<file path="src/rtl/mmio_uart_pkg.sv">
package mmio_uart_pkg;

    // Phase of a serial frame, shared by transmitter and receiver
    typedef enum logic [1:0] {
        LN_IDLE  = 2'd0,
        LN_START = 2'd1,
        LN_DATA  = 2'd2,
        LN_STOP  = 2'd3
    } line_phase_e;

    // Register offsets inside the 4 KB window
    localparam int          WIN_BITS = 12;
    localparam logic [11:0] OFS_TXD  = 12'h000;
    localparam logic [11:0] OFS_RXD  = 12'h004;
    localparam logic [11:0] OFS_STAT = 12'h008;

    // Status bit positions
    localparam int STAT_TX_BUSY  = 0;
    localparam int STAT_RX_AVAIL = 1;

endpackage

</file>
<file path="src/rtl/uart_tx_engine.sv">
module uart_tx_engine
    import mmio_uart_pkg::*;
#(
    parameter int CPB       = 434,
    parameter int DATA_BITS = 8
) (
    input  logic                 clk,
    input  logic                 rst_n,
    input  logic                 start_i,
    input  logic [DATA_BITS-1:0] data_i,
    output logic                 busy_o,
    output logic                 line_o
);

    localparam int CW = $clog2(CPB + 1);
    localparam int BW = $clog2(DATA_BITS);
    localparam logic [CW-1:0] CNT_LAST = CW'(CPB - 1);
    localparam logic [BW-1:0] BIT_LAST = BW'(DATA_BITS - 1);

    typedef struct packed {
        line_phase_e          phase;
        logic [CW-1:0]        cnt;
        logic [BW-1:0]        bitn;
        logic [DATA_BITS-1:0] shift;
        logic                 line;
    } tx_state_t;

    localparam tx_state_t TX_RESET = '{phase: LN_IDLE, cnt: '0, bitn: '0, shift: '0, line: 1'b1};

    tx_state_t q, d;

    always_comb begin
        d = q;
        if (q.phase == LN_IDLE) begin
            d.line = 1'b1;
            if (start_i) begin
                d.phase = LN_START;
                d.line  = 1'b0;
                d.cnt   = '0;
                d.shift = data_i;
            end
        end else if (q.cnt == CNT_LAST) begin
            d.cnt = '0;
            case (q.phase)
                LN_START: begin
                    d.phase = LN_DATA;
                    d.bitn  = '0;
                    d.line  = q.shift[0];
                end
                LN_DATA: begin
                    if (q.bitn == BIT_LAST) begin
                        d.phase = LN_STOP;
                        d.line  = 1'b1;
                    end else begin
                        d.shift = {1'b0, q.shift[DATA_BITS-1:1]};
                        d.line  = q.shift[1];
                        d.bitn  = q.bitn + 1'b1;
                    end
                end
                default: begin
                    d.phase = LN_IDLE;
                    d.line  = 1'b1;
                end
            endcase
        end else begin
            d.cnt = q.cnt + 1'b1;
        end
    end

    always_ff @(posedge clk) begin
        if (!rst_n) q <= TX_RESET;
        else        q <= d;
    end

    assign busy_o = (q.phase != LN_IDLE);
    assign line_o = q.line;

endmodule

</file>
<file path="src/rtl/uart_rx_engine.sv">
module uart_rx_engine
    import mmio_uart_pkg::*;
#(
    parameter int CPB       = 434,
    parameter int DATA_BITS = 8
) (
    input  logic                 clk,
    input  logic                 rst_n,
    input  logic                 line_i,
    output logic                 valid_o,
    output logic [DATA_BITS-1:0] data_o
);

    localparam int CW = $clog2(CPB + 1);
    localparam int BW = $clog2(DATA_BITS);
    localparam logic [CW-1:0] CNT_LAST = CW'(CPB - 1);
    localparam logic [CW-1:0] CNT_HALF = CW'(CPB / 2 - 1);
    localparam logic [BW-1:0] BIT_LAST = BW'(DATA_BITS - 1);

    typedef struct packed {
        logic [1:0]           sync;
        line_phase_e          phase;
        logic [CW-1:0]        cnt;
        logic [BW-1:0]        bitn;
        logic [DATA_BITS-1:0] shift;
        logic                 valid;
    } rx_state_t;

    localparam rx_state_t RX_RESET = '{sync: 2'b11, phase: LN_IDLE, cnt: '0, bitn: '0, shift: '0, valid: 1'b0};

    rx_state_t q, d;
    logic      rxs;

    assign rxs = q.sync[1];

    always_comb begin
        d       = q;
        d.sync  = {q.sync[0], line_i};
        d.valid = 1'b0;
        case (q.phase)
            LN_IDLE: begin
                if (!rxs) begin
                    d.phase = LN_START;
                    d.cnt   = '0;
                end
            end
            LN_START: begin
                if (q.cnt == CNT_HALF) begin
                    d.cnt   = '0;
                    d.bitn  = '0;
                    d.phase = rxs ? LN_IDLE : LN_DATA;
                end else begin
                    d.cnt = q.cnt + 1'b1;
                end
            end
            LN_DATA: begin
                if (q.cnt == CNT_LAST) begin
                    d.cnt   = '0;
                    d.shift = {rxs, q.shift[DATA_BITS-1:1]};
                    if (q.bitn == BIT_LAST) d.phase = LN_STOP;
                    else                    d.bitn  = q.bitn + 1'b1;
                end else begin
                    d.cnt = q.cnt + 1'b1;
                end
            end
            default: begin
                if (q.cnt == CNT_LAST) begin
                    d.cnt   = '0;
                    d.phase = LN_IDLE;
                    d.valid = rxs;
                end else begin
                    d.cnt = q.cnt + 1'b1;
                end
            end
        endcase
    end

    always_ff @(posedge clk) begin
        if (!rst_n) q <= RX_RESET;
        else        q <= d;
    end

    assign valid_o = q.valid;
    assign data_o  = q.shift;

endmodule

</file>
<file path="src/rtl/uart_rx_fifo.sv">
module uart_rx_fifo #(
    parameter int WIDTH = 8,
    parameter int DEPTH = 16
) (
    input  logic             clk,
    input  logic             rst_n,
    input  logic             push_i,
    input  logic [WIDTH-1:0] data_i,
    input  logic             pop_i,
    output logic [WIDTH-1:0] head_o,
    output logic             empty_o,
    output logic             full_o
);

    localparam int AW = $clog2(DEPTH);

    typedef struct packed {
        logic [DEPTH-1:0][WIDTH-1:0] mem;
        logic [AW:0]                 wr;
        logic [AW:0]                 rd;
    } fifo_state_t;

    fifo_state_t q, d;
    logic        empty, full;

    assign empty = (q.wr == q.rd);
    assign full  = (q.wr[AW] != q.rd[AW]) && (q.wr[AW-1:0] == q.rd[AW-1:0]);

    always_comb begin
        d = q;
        if (push_i && !full) begin
            d.mem[q.wr[AW-1:0]] = data_i;
            d.wr                = q.wr + 1'b1;
        end
        if (pop_i && !empty) begin
            d.rd = q.rd + 1'b1;
        end
    end

    always_ff @(posedge clk) begin
        if (!rst_n) begin
            q.mem <= '0;
            q.wr  <= '0;
            q.rd  <= '0;
        end else begin
            q <= d;
        end
    end

    assign head_o  = q.mem[q.rd[AW-1:0]];
    assign empty_o = empty;
    assign full_o  = full;

endmodule

</file>
<file path="src/rtl/mmio_uart.sv">
module mmio_uart
    import mmio_uart_pkg::*;
#(
    parameter int          CLK_HZ     = 50_000_000,
    parameter int          BAUD       = 115_200,
    parameter int          FIFO_DEPTH = 16,
    parameter logic [31:0] BASE_ADDR  = 32'h1000_0000
) (
    input  logic        clk,
    input  logic        rst_n,
    input  logic [31:0] bus_addr,
    input  logic        bus_we,
    input  logic        bus_re,
    input  logic [31:0] bus_wdata,
    output logic [31:0] bus_rdata,
    input  logic        uart_rx,
    output logic        uart_tx
);

    localparam int CPB       = (CLK_HZ + BAUD / 2) / BAUD;
    localparam int DATA_BITS = 8;
    localparam logic [31-WIN_BITS:0] BASE_HI = BASE_ADDR[31:WIN_BITS];

    typedef struct packed {
        logic [31:0] rdata;
    } bus_state_t;

    bus_state_t q, d;

    logic                 addr_hit;
    logic [WIN_BITS-1:0]  ofs;
    logic                 sel_tx_wr, sel_rx_rd, sel_st_rd;
    logic                 tx_busy, tx_start;
    logic                 fifo_push, fifo_pop, fifo_empty, fifo_full;
    logic [DATA_BITS-1:0] rx_byte, fifo_head;

    // Register decode
    assign addr_hit  = (bus_addr[31:WIN_BITS] == BASE_HI);
    assign ofs       = bus_addr[WIN_BITS-1:0];
    assign sel_tx_wr = addr_hit && bus_we && (ofs == OFS_TXD);
    assign sel_rx_rd = addr_hit && bus_re && (ofs == OFS_RXD);
    assign sel_st_rd = addr_hit && bus_re && (ofs == OFS_STAT);
    assign tx_start  = sel_tx_wr && !tx_busy;
    assign fifo_pop  = sel_rx_rd;

    uart_tx_engine #(
        .CPB       (CPB),
        .DATA_BITS (DATA_BITS)
    ) i_tx (
        .clk     (clk),
        .rst_n   (rst_n),
        .start_i (tx_start),
        .data_i  (bus_wdata[DATA_BITS-1:0]),
        .busy_o  (tx_busy),
        .line_o  (uart_tx)
    );

    uart_rx_engine #(
        .CPB       (CPB),
        .DATA_BITS (DATA_BITS)
    ) i_rx (
        .clk     (clk),
        .rst_n   (rst_n),
        .line_i  (uart_rx),
        .valid_o (fifo_push),
        .data_o  (rx_byte)
    );

    uart_rx_fifo #(
        .WIDTH (DATA_BITS),
        .DEPTH (FIFO_DEPTH)
    ) i_fifo (
        .clk     (clk),
        .rst_n   (rst_n),
        .push_i  (fifo_push),
        .data_i  (rx_byte),
        .pop_i   (fifo_pop),
        .head_o  (fifo_head),
        .empty_o (fifo_empty),
        .full_o  (fifo_full)
    );

    // Read data path
    always_comb begin
        d.rdata = '0;
        if (sel_rx_rd && !fifo_empty) begin
            d.rdata[DATA_BITS-1:0] = fifo_head;
        end
        if (sel_st_rd) begin
            d.rdata[STAT_TX_BUSY]  = tx_busy;
            d.rdata[STAT_RX_AVAIL] = !fifo_empty;
        end
    end

    always_ff @(posedge clk) begin
        if (!rst_n) q <= '0;
        else        q <= d;
    end

    assign bus_rdata = q.rdata;

endmodule

</file>
<file path="config.mk">
export PLATFORM = sky130hd
export DESIGN_NAME = mmio_uart
export DESIGN_NICKNAME = d
export VERILOG_FILES = /design/src/rtl/mmio_uart_pkg.sv /design/src/rtl/uart_tx_engine.sv /design/src/rtl/uart_rx_engine.sv /design/src/rtl/uart_rx_fifo.sv /design/src/rtl/mmio_uart.sv
export SDC_FILE = /design/constraint.sdc
export NUM_CORES = 1
export LEC_CHECK = 0
export BUFFER_PORTS_ARGS = -buffer_cell sky130_fd_sc_hd__buf_2
export CORE_ASPECT_RATIO = 1.75
export CORE_MARGIN = 10
export CORE_UTILIZATION = 53
export DETAILED_ROUTE_END_ITERATION = 10
export GPL_ROUTABILITY_DRIVEN = 0
export HOLD_SLACK_MARGIN = 0.15
export PLACE_DENSITY = 0.75
export SYNTH_ARGS = -nofsm -noshare
export SYNTH_HDL_FRONTEND = slang
export SYNTH_HIERARCHICAL = 1
export SYNTH_SLANG_ARGS = --single-unit
export TNS_END_PERCENT = 50
</file>
<file path="constraint.sdc">
create_clock -name clk -period 6.9 [get_ports clk]
set_input_delay 1.035 -clock clk [delete_from_list [all_inputs] [get_ports clk]]
set_output_delay 1.035 -clock clk [all_outputs]
set_load 0.005 [all_outputs]
</file>
==> results of run 1 <==
placed cells by master, fill, tap and decap left out, types with 11 or more instances in the layout:
cell type / count
a21oi_4: 11
conb_1: 24
nor2_1: 25
clkbuf_16: 17
buf_2: 52
inv_1: 13
mux2i_1: 152
dfxtp_1: 193
nand2_1: 209
mux4_2: 32
a21oi_1: 25
nand4_1: 12
nor2b_1: 16
a21boi_0: 13
nand3_1: 20
ha_1: 21
worst max-delay path by stage:
stage                            start           to
after floorplan           bus_addr[16]   i_tx/q[21]
after global placement    bus_addr[15]  i_tx/line_o
after detailed placement  bus_addr[15]  i_tx/line_o
after CTS                   i_tx/q[21]  i_tx/line_o
after global routing        i_tx/q[21]  i_tx/line_o
final                       i_tx/q[21]  i_tx/line_o
critical path, delay by kind of cell, from the launching register on:
kind | cells | cell delay (ns)
flip-flops | 1 | 0.33
AO/OA/AOI/OAI | 2 | 0.24
buffers and inverters | 4 | 0.81
adder cells (fa/ha/maj) | 1 | 0.57
AND/OR/NAND/NOR | 3 | 0.88
metal layers:
layer / vias up / global-route usage / wire length [µm]
li1: 3413 / - / -
met1: 3421 / 0.1847 / 8052
met2: 127 / 0.3105 / 11270
met3: 29 / 0.03376 / 994
met4: 0 / 0.05931 / 406
met5: - / 0 / 0
stage by stage:
| stage | cells | utilization |
|---|---|---|
| 2_1_floorplan | 997 | - |
| 3_3_place_gp | 1202 | 0.5521 |
| 3_5_place_dp | 1202 | 0.5521 |
| 4_1_cts | 1234 | 0.5828 |
| 5_1_grt | 1234 | 0.5828 |
| 6_report | 1234 | 0.5828 |
final cells by class:
type	count	area, µm²
Inverter	14	52.55
Clock buffer	20	456.7
Multi-Input combinational cell	698	5444
Sequential cell	194	3885
Clock inverter	12	98.84
Tap cell	234	292.8
Fill cell	1563	7567
Timing Repair Buffer	62	339.1
sequential cells by signal (all words and copies together) (netlist names):
register,count
i_tx/q,22
i_rx/data_o,8
i_rx/q,15
i_rx/valid_o,1
i_fifo/q,138
i_tx/line_o,1
i_rx/d,1
bus_rdata,8
power by group:
group	internal [mW]	switching (mW)	total, mW
Sequential	1.12	0.00513	1.13
Combinational	0.0410	0.0809	0.122
Clock	0.487	0.442	0.930
==> impl_metrics.json, run 1 <==
{
  "status": "complete, no violations",
  "skew_ns": 0.01107,
  "cts_root_buffer": "clkbuf_16",
  "place_ws_ns": 3.855,
  "synth_area_um2": 9847,
  "fmax_mhz": 336.2,
  "finalHoldWorstSlack_ns": 0.4095,
  "arrival_ns": 3.25,
  "antenna_cells": 0,
  "setup_tns_ns": 0,
  "drive_above_1_share": 0.1670,
  "tightestPinTransition_ns": 0.8399,
  "finalCriticalPeriod_ns": 2.974,
  "cts_setup_buffers": 0,
  "clock_latency_ns": 0.43,
  "vias_per_cell": 5.665,
  "r2r-end": "i_tx/line_o",
  "firstDrtPassIters": 7,
  "hp-class": "reg -> reg",
  "max-slew-margin-rel": 0.4401,
  "cts_tree": "built",
  "endpoint_kind": "flop",
  "synth.avg_cell_area_um2": 10.11,
  "cpMaxStageDelayCell": "ha_1",
  "die-height_um": 200.3,
  "start_util": 0.5429,
  "crit_type": "reg -> reg",
  "slowest_delay_ns": 0.57,
  "route.detailed.drc": 0,
  "cts.sinks": 194,
  "hpwlAfterDp_mm": 14.36,
  "die_width_um": 123.0,
  "slew_viol_final": 0,
  "finalCritPeriodShare": 0.4310,
  "cap_violations": 0,
  "holdBufCountCts": 0,
  "grt_max_degree": 120,
  "p_leak_nw": 3.902,
  "cts-resized-gates": 0,
  "p_per_area_nw_per_um2": 206.3,
  "gr-total-overflow": 0,
  "cts_made_buffers": 17,
  "drtIter0Drc": 380,
  "placed_area_um2": 10010,
  "wirelength_mm": 20.72,
  "nNetsFinal": 1077,
  "crit_path_max_fanout": 18,
  "h-tree-depth": 4,
  "rr_worst_depth": 10,
  "num_vias": 6990,
  "antenna_found_initial": 0,
  "syn_inst": 974,
  "setup_viol": 0,
  "cp.required_ns": 7.17,
  "grt_usage": 0.1695,
  "grt_pass1_wl_mm": 34.35,
  "max-vdd-ir-drop_mv": 0.1584,
  "routedWlPerCell_um": 16.79,
  "cts_buffer_depth": 2,
  "finalHoldViolations": 0,
  "rsz0062_at_grt": "no",
  "cp-start-kind": "flop",
  "hold_depth": 1,
  "hold_start": "i_rx/d[24]",
  "design_area_um2": 10570,
  "worst_slack_ns": 3.926,
  "core_area_um2": 18140,
  "path_cells": "inv_1 > ha_1 > inv_1 > or4b_1 > nor4_1 > buf_4 > nand2_1 > clkinv_1 > a41o_1 > o211ai_1",
  "cp_common_cell": "inv_1",
  "io_pins": 102,
  "cts.clk_slew.worst_paths_ns": 0.07,
  "min_to": "i_rx/q[24]",
  "num_rows": 65,
  "die_area_um2": 24650,
  "syn_to_final_growth_pct": 7.332,
  "place.port_buffers": 53,
  "grt_pass1_vias": 6953,
  "ant_nets": 0,
  "yosysWarningCount": 6,
  "reg2reg_from": "i_tx/q[21]",
  "p_total_mw": 2.180,
  "regToRegSetupSlack_ns": 3.93
}
Note: power is estimated with default switching activity, not from simulation.
==> run 2: changes to the inputs <==
Settings changed: ABC_AREA from default to 1, PLACE_DENSITY 0.75 to 0.77.
Clock period 6.9 ns to 2.6 ns, I/O delays scaled along.
==> run 2 against run 1 <==
Net effect: first-iteration DRC count grew 140%; non-clock buffer count increased by 14; largest power group unchanged; power rose to 2.7 times the previous value; utilization fell by 0.83 points; critical path type unchanged; via count increased by 54%; count of clock-buffer cells in the layout unchanged; sequential cell count stayed put.
==> impl_metrics.json, run 2 <==
{
  "status": "complete, no violations",
  "largest_reg_flops": 138,
  "placed_cells": 2081,
  "yosysWarningCount": 6,
  "finalCriticalPeriod_ns": 2.205,
  "cp-start-kind": "flop",
  "num_rows": 71,
  "clock_latency_ns": 0.45,
  "crit_type": "reg -> reg",
  "vias_per_cell": 5.077,
  "cts_buffer_depth": 2,
  "crit_start": "i_tx/q[21]",
  "setup_viol": 0,
  "cts.sinks": 194,
  "gr-total-overflow": 0,
  "num_vias": 10730,
  "stdcell_count": 2114,
  "synth_area_um2": 11470,
  "wirelength_mm": 28.88,
  "max-slew-margin-rel": 0.4128,
  "max-vdd-ir-drop_mv": 0.3939,
  "antenna_found_initial": 0,
  "cp.required_ns": 2.98,
  "grt_usage": 0.2003,
  "die_width_um": 131.2,
  "finalCritPeriodShare": 0.8482,
  "rsz0062_at_grt": "no",
  "ant_nets": 0,
  "fillers": 2109,
  "final_common_cell": "nand2_1",
  "antenna_cells": 0,
  "cts_root_buffer": "clkbuf_16",
  "syn_to_final_growth_pct": 7.197,
  "nNetsFinal": 1899,
  "p_leak_nw": 5.534,
  "start_util": 0.5359,
  "regMostFlops": "i_fifo/q",
  "cts_setup_buffers": 0,
  "reg2reg_from": "i_tx/q[21]",
  "hpwlAfterDp_mm": 19.88,
  "die_area_um2": 28170,
  "skew_ns": 0.009590,
  "syn_inst": 1809,
  "hold_start": "bus_wdata[7]",
  "cts.clk_slew.worst_paths_ns": 0.07,
  "finalHoldViolations": 0,
  "firstDrtPassIters": 5,
  "fmax_mhz": 453.4,
  "top_regs": "i_fifo/q x138, i_tx/q x22, i_rx/q x15",
  "grt_pass1_wl_mm": 47.60,
  "tightestPinTransition_ns": 0.8798,
  "hp-class": "in -> reg",
  "p_per_area_nw_per_um2": 486.3,
  "route.detailed.drc": 0,
  "place.port_buffers": 53,
  "h-tree-depth": 4,
  "layout_common_cells": "433 x nand2_1, 328 x inv_1, 205 x nor2_1",
  "drtIter0Drc": 920,
  "synth.avg_cell_area_um2": 6.342,
  "cap_violations": 0,
  "crit_path_max_fanout": 17,
  "routedWlPerCell_um": 13.66,
  "cts_tree": "built",
  "arrival_ns": 2.58,
  "grt_pass1_vias": 10030,
  "io_pins": 102,
  "grt_max_degree": 78,
  "setup_tns_ns": 0,
  "regToRegSetupSlack_ns": 0.39,
  "endpoint_kind": "flop",
  "die-height_um": 214.6,
  "core_area_um2": 21410,
  "slew_viol_final": 0,
  "cts_made_buffers": 17,
  "drive_above_1_share": 0.1054
}
## run 2: critical path, cell delays in order, from the launching register on
cell and delay, ns:
dfxtp_1 0.32, inv_1 0.10, ha_1 0.27, inv_4 0.14, inv_1 0.10, nand3_1 0.07
nor3_1 0.42, nand2_1 0.13, inv_1 0.21, nand2_1 0.08, nand2_1 0.07, nand3_1 0.07
a21oi_1 0.15
## run 2: where the power goes
part           switching (mW)  internal [mW]  total (mW)  leakage (nW)
registers              0.0195           2.99        3.01          1.56
logic                   0.261          0.136       0.397          3.69
clock network            1.20           1.37        2.57         0.277
total                    1.48           4.50        5.98          5.53
## run 2: layout make-up
cell class                 instances  area [µm²]  share of cell area
multi-input combinational       1176        5670              0.4610
clock buffer                      20       456.7             0.03713
timing repair buffer              76       518.0             0.04212
tap                              292       365.4             0.02970
inverter                         344        1295              0.1053
clock inverter                    12       105.1            0.008545
sequential                       194        3889              0.3162
## run 2: per-layer routing
metal  track usage  wire (µm)
met4        0.1077       1174
met3       0.03705       1544
met5             0          0
met1        0.2116      11230
met2        0.3654      14930
## run 2: stage by stage
step	area [µm²]	power (mW)	hold WS [ns]	utilization	worst slack (ns)
after floorplan	11560	3.395	0.3925	-	0.6024
after global placement	11730	3.465	0.3980	0.5478	0.4517
after detailed placement	11730	3.477	0.4023	0.5478	0.4096
after CTS	12300	6.038	0.1710	0.5745	0.3960
after global routing	12300	6.208	0.2302	0.5745	0.1295
final	12300	5.981	0.1902	0.5745	0.3946
## run 2: final timing paths
| path | endpoint | cells after the start |
|---|---|---|
| worst max register to register | i_tx/q[2] | 12 |
| worst max-delay path | i_tx/q[2] | 12 |
| worst min-delay path | i_tx/q[8] | 3 |
| worst min register to register | i_rx/q[24] | 1 |
## run 2: repair_timing
action,CTS,global route
endpoints found under the setup margin,0,0
gates resized for setup,0,0
hold buffers,1,0
endpoints found under the hold margin,1,0
==> run 3: changes to the inputs <==
Settings changed: ABC_AREA 1 to 0, PLACE_DENSITY 0.77 to 0.75.
Clock period 2.6 ns to 2.3 ns, I/O delays scaled along.
==> run 3 against run 2 <==
Net effect: clock skew decreased by 0.00099 ns; non-clock buffer count is 17 higher; clock power grew 9.3%; design area fell by 12%; sequential cell count stayed put; worst hold slack improved by 0.020 ns; power increased by 9.9%; critical path type unchanged; critical path depth is 7 lower.
==> impl_metrics.json, run 3 (synthesis gave the netlist of run 1 again) <==
{
  "finalCriticalPeriod_ns": 2.116,
  "cts_root_buffer": "clkbuf_16",
  "grt_pass1_vias": 7155,
  "cp.required_ns": 2.65,
  "crit_buf_inv": 1,
  "die_area_um2": 24650,
  "cp-endpoint": "i_fifo/q[34]",
  "place.port_buffers": 53,
  "gr-total-overflow": 0,
  "crit_type": "reg -> reg",
  "design_area_um2": 10850,
  "vias_per_cell": 5.607,
  "syn_to_final_growth_pct": 10.17,
  "tightestPinTransition_ns": 0.5790,
  "reg2reg_from": "i_fifo/q[6]",
  "cpMaxStageDelayCell": "a2111o_1",
  "fmax_mhz": 472.6,
  "num_vias": 7093,
  "cp-start-kind": "flop",
  "grt_usage": 0.1788,
  "crit_path_max_fanout": 19,
  "rsz0062_at_grt": "no",
  "route.detailed.drc": 0,
  "antenna_found_initial": 0,
  "ant_nets": 0,
  "holdBufCountCts": 1,
  "finalHoldWorstSlack_ns": 0.2100,
  "cts_buffer_depth": 2,
  "wirelength_mm": 21.82,
  "cts_tree": "built",
  "die_width_um": 123.0,
  "grt_pass1_wl_mm": 35.89,
  "num_rows": 65,
  "status": "complete, no violations",
  "antenna_cells": 0,
  "firstDrtPassIters": 7,
  "cts_setup_buffers": 0,
  "layout_common_cells": "209 x nand2_1, 193 x dfxtp_1, 152 x mux2i_1",
  "regMostFlops": "i_fifo/q",
  "largest_reg_flops": 138,
  "cts_made_buffers": 17,
  "p_leak_nw": 4.086,
  "rr_worst_depth": 5,
  "p_total_mw": 6.572,
  "r2r-end": "i_fifo/q[34]",
  "cts.sinks": 194,
  "finalCritPeriodShare": 0.9199,
  "hpwlAfterDp_mm": 15.39,
  "routedWlPerCell_um": 17.25,
  "cap_violations": 0,
  "start_util": 0.5429,
  "slew_viol_final": 0,
  "finalHoldViolations": 0,
  "clock_latency_ns": 0.44,
  "core_area_um2": 18140,
  "crit_cells": 5,
  "p_per_area_nw_per_um2": 605.8,
  "critPathTopFamily": "compound AO/OA/AOI/OAI gates",
  "slowest_delay_ns": 0.54,
  "nNetsFinal": 1108,
  "setup_viol": 0,
  "regToRegSetupSlack_ns": 0.18,
  "hp-class": "in -> reg",
  "drive_above_1_share": 0.1920,
  "placed_area_um2": 10280,
  "max-vdd-ir-drop_mv": 0.4375,
  "arrival_ns": 2.47,
  "fillers": 1526,
  "final_common_cell": "nand2_1",
  "grt_max_degree": 46,
  "max-slew-margin-rel": 0.6130,
  "endpoint_kind": "flop",
  "die-height_um": 200.3,
  "path_cells": "xor2_1 > nor4_4 > buf_12 > a2111o_1 > mux2i_1",
  "cts.clk_slew.worst_paths_ns": 0.07,
  "top_regs": "i_fifo/q x138, i_tx/q x22, i_rx/q x15",
  "drtIter0Drc": 410,
  "setup_tns_ns": 0,
  "h-tree-depth": 4,
  "io_pins": 102,
  "skew_ns": 0.008599,
  "crit_start": "i_fifo/q[6]",
  "cts-resized-gates": 0
}
run 3: through the flow:
| step | setup WS, ns | instances | util |
|---|---|---|---|
| 2_1_floorplan | 0.02005 | 997 | - |
| 3_3_place_gp | 0.2371 | 1232 | 0.5670 |
| 3_5_place_dp | 0.1816 | 1232 | 0.5670 |
| 4_1_cts | 0.1767 | 1265 | 0.5981 |
| 5_1_grt | 0.05595 | 1265 | 0.5981 |
| 6_report | 0.1842 | 1265 | 0.5981 |
run 3: worst min path at each step:
| stage | start | to | slack, ns | cells after the start |
|---|---|---|---|---|
| after floorplan | i_rx/d[24] | i_rx/q[24] | 0.39 | 1 |
| final | bus_re | bus_rdata[0] | 0.21 | 3 |
| after CTS | bus_re | bus_rdata[0] | 0.20 | 3 |
| after global placement | i_rx/d[24] | i_rx/q[24] | 0.39 | 1 |
| after detailed placement | i_rx/d[24] | i_rx/q[24] | 0.40 | 1 |
| after global routing | bus_re | bus_rdata[3] | 0.22 | 3 |
run 3: layer usage:
| layer | track usage | share of wire |
|---|---|---|
| met2 | 0.3270 | 0.54 |
| met1 | 0.1932 | 0.39 |
| met3 | 0.03544 | 0.046 |
| met4 | 0.06850 | 0.025 |
| met5 | 0 | 0 |
run 3: final cells by class:
class	count	area (µm²)	share of cell area
Multi-Input combinational cell	698	5450	0.5024
Sequential cell	194	3885	0.3581
Timing Repair Buffer	93	611.8	0.05640
Clock buffer	20	456.7	0.04210
Tap cell	234	292.8	0.02699
Clock inverter	12	98.84	0.009112
Inverter	14	52.55	0.004844
run 3: worst min-delay path, stage by stage:
cell      delay [ns]
buf_2           0.12
o211ai_1        0.09
nor4_1          0.05
run 3: power by group:
part | switching, mW | total (mW) | internal [mW]
registers | 0.0143 | 3.38 | 3.37
logic | 0.245 | 0.376 | 0.131
clock network | 1.35 | 2.81 | 1.47
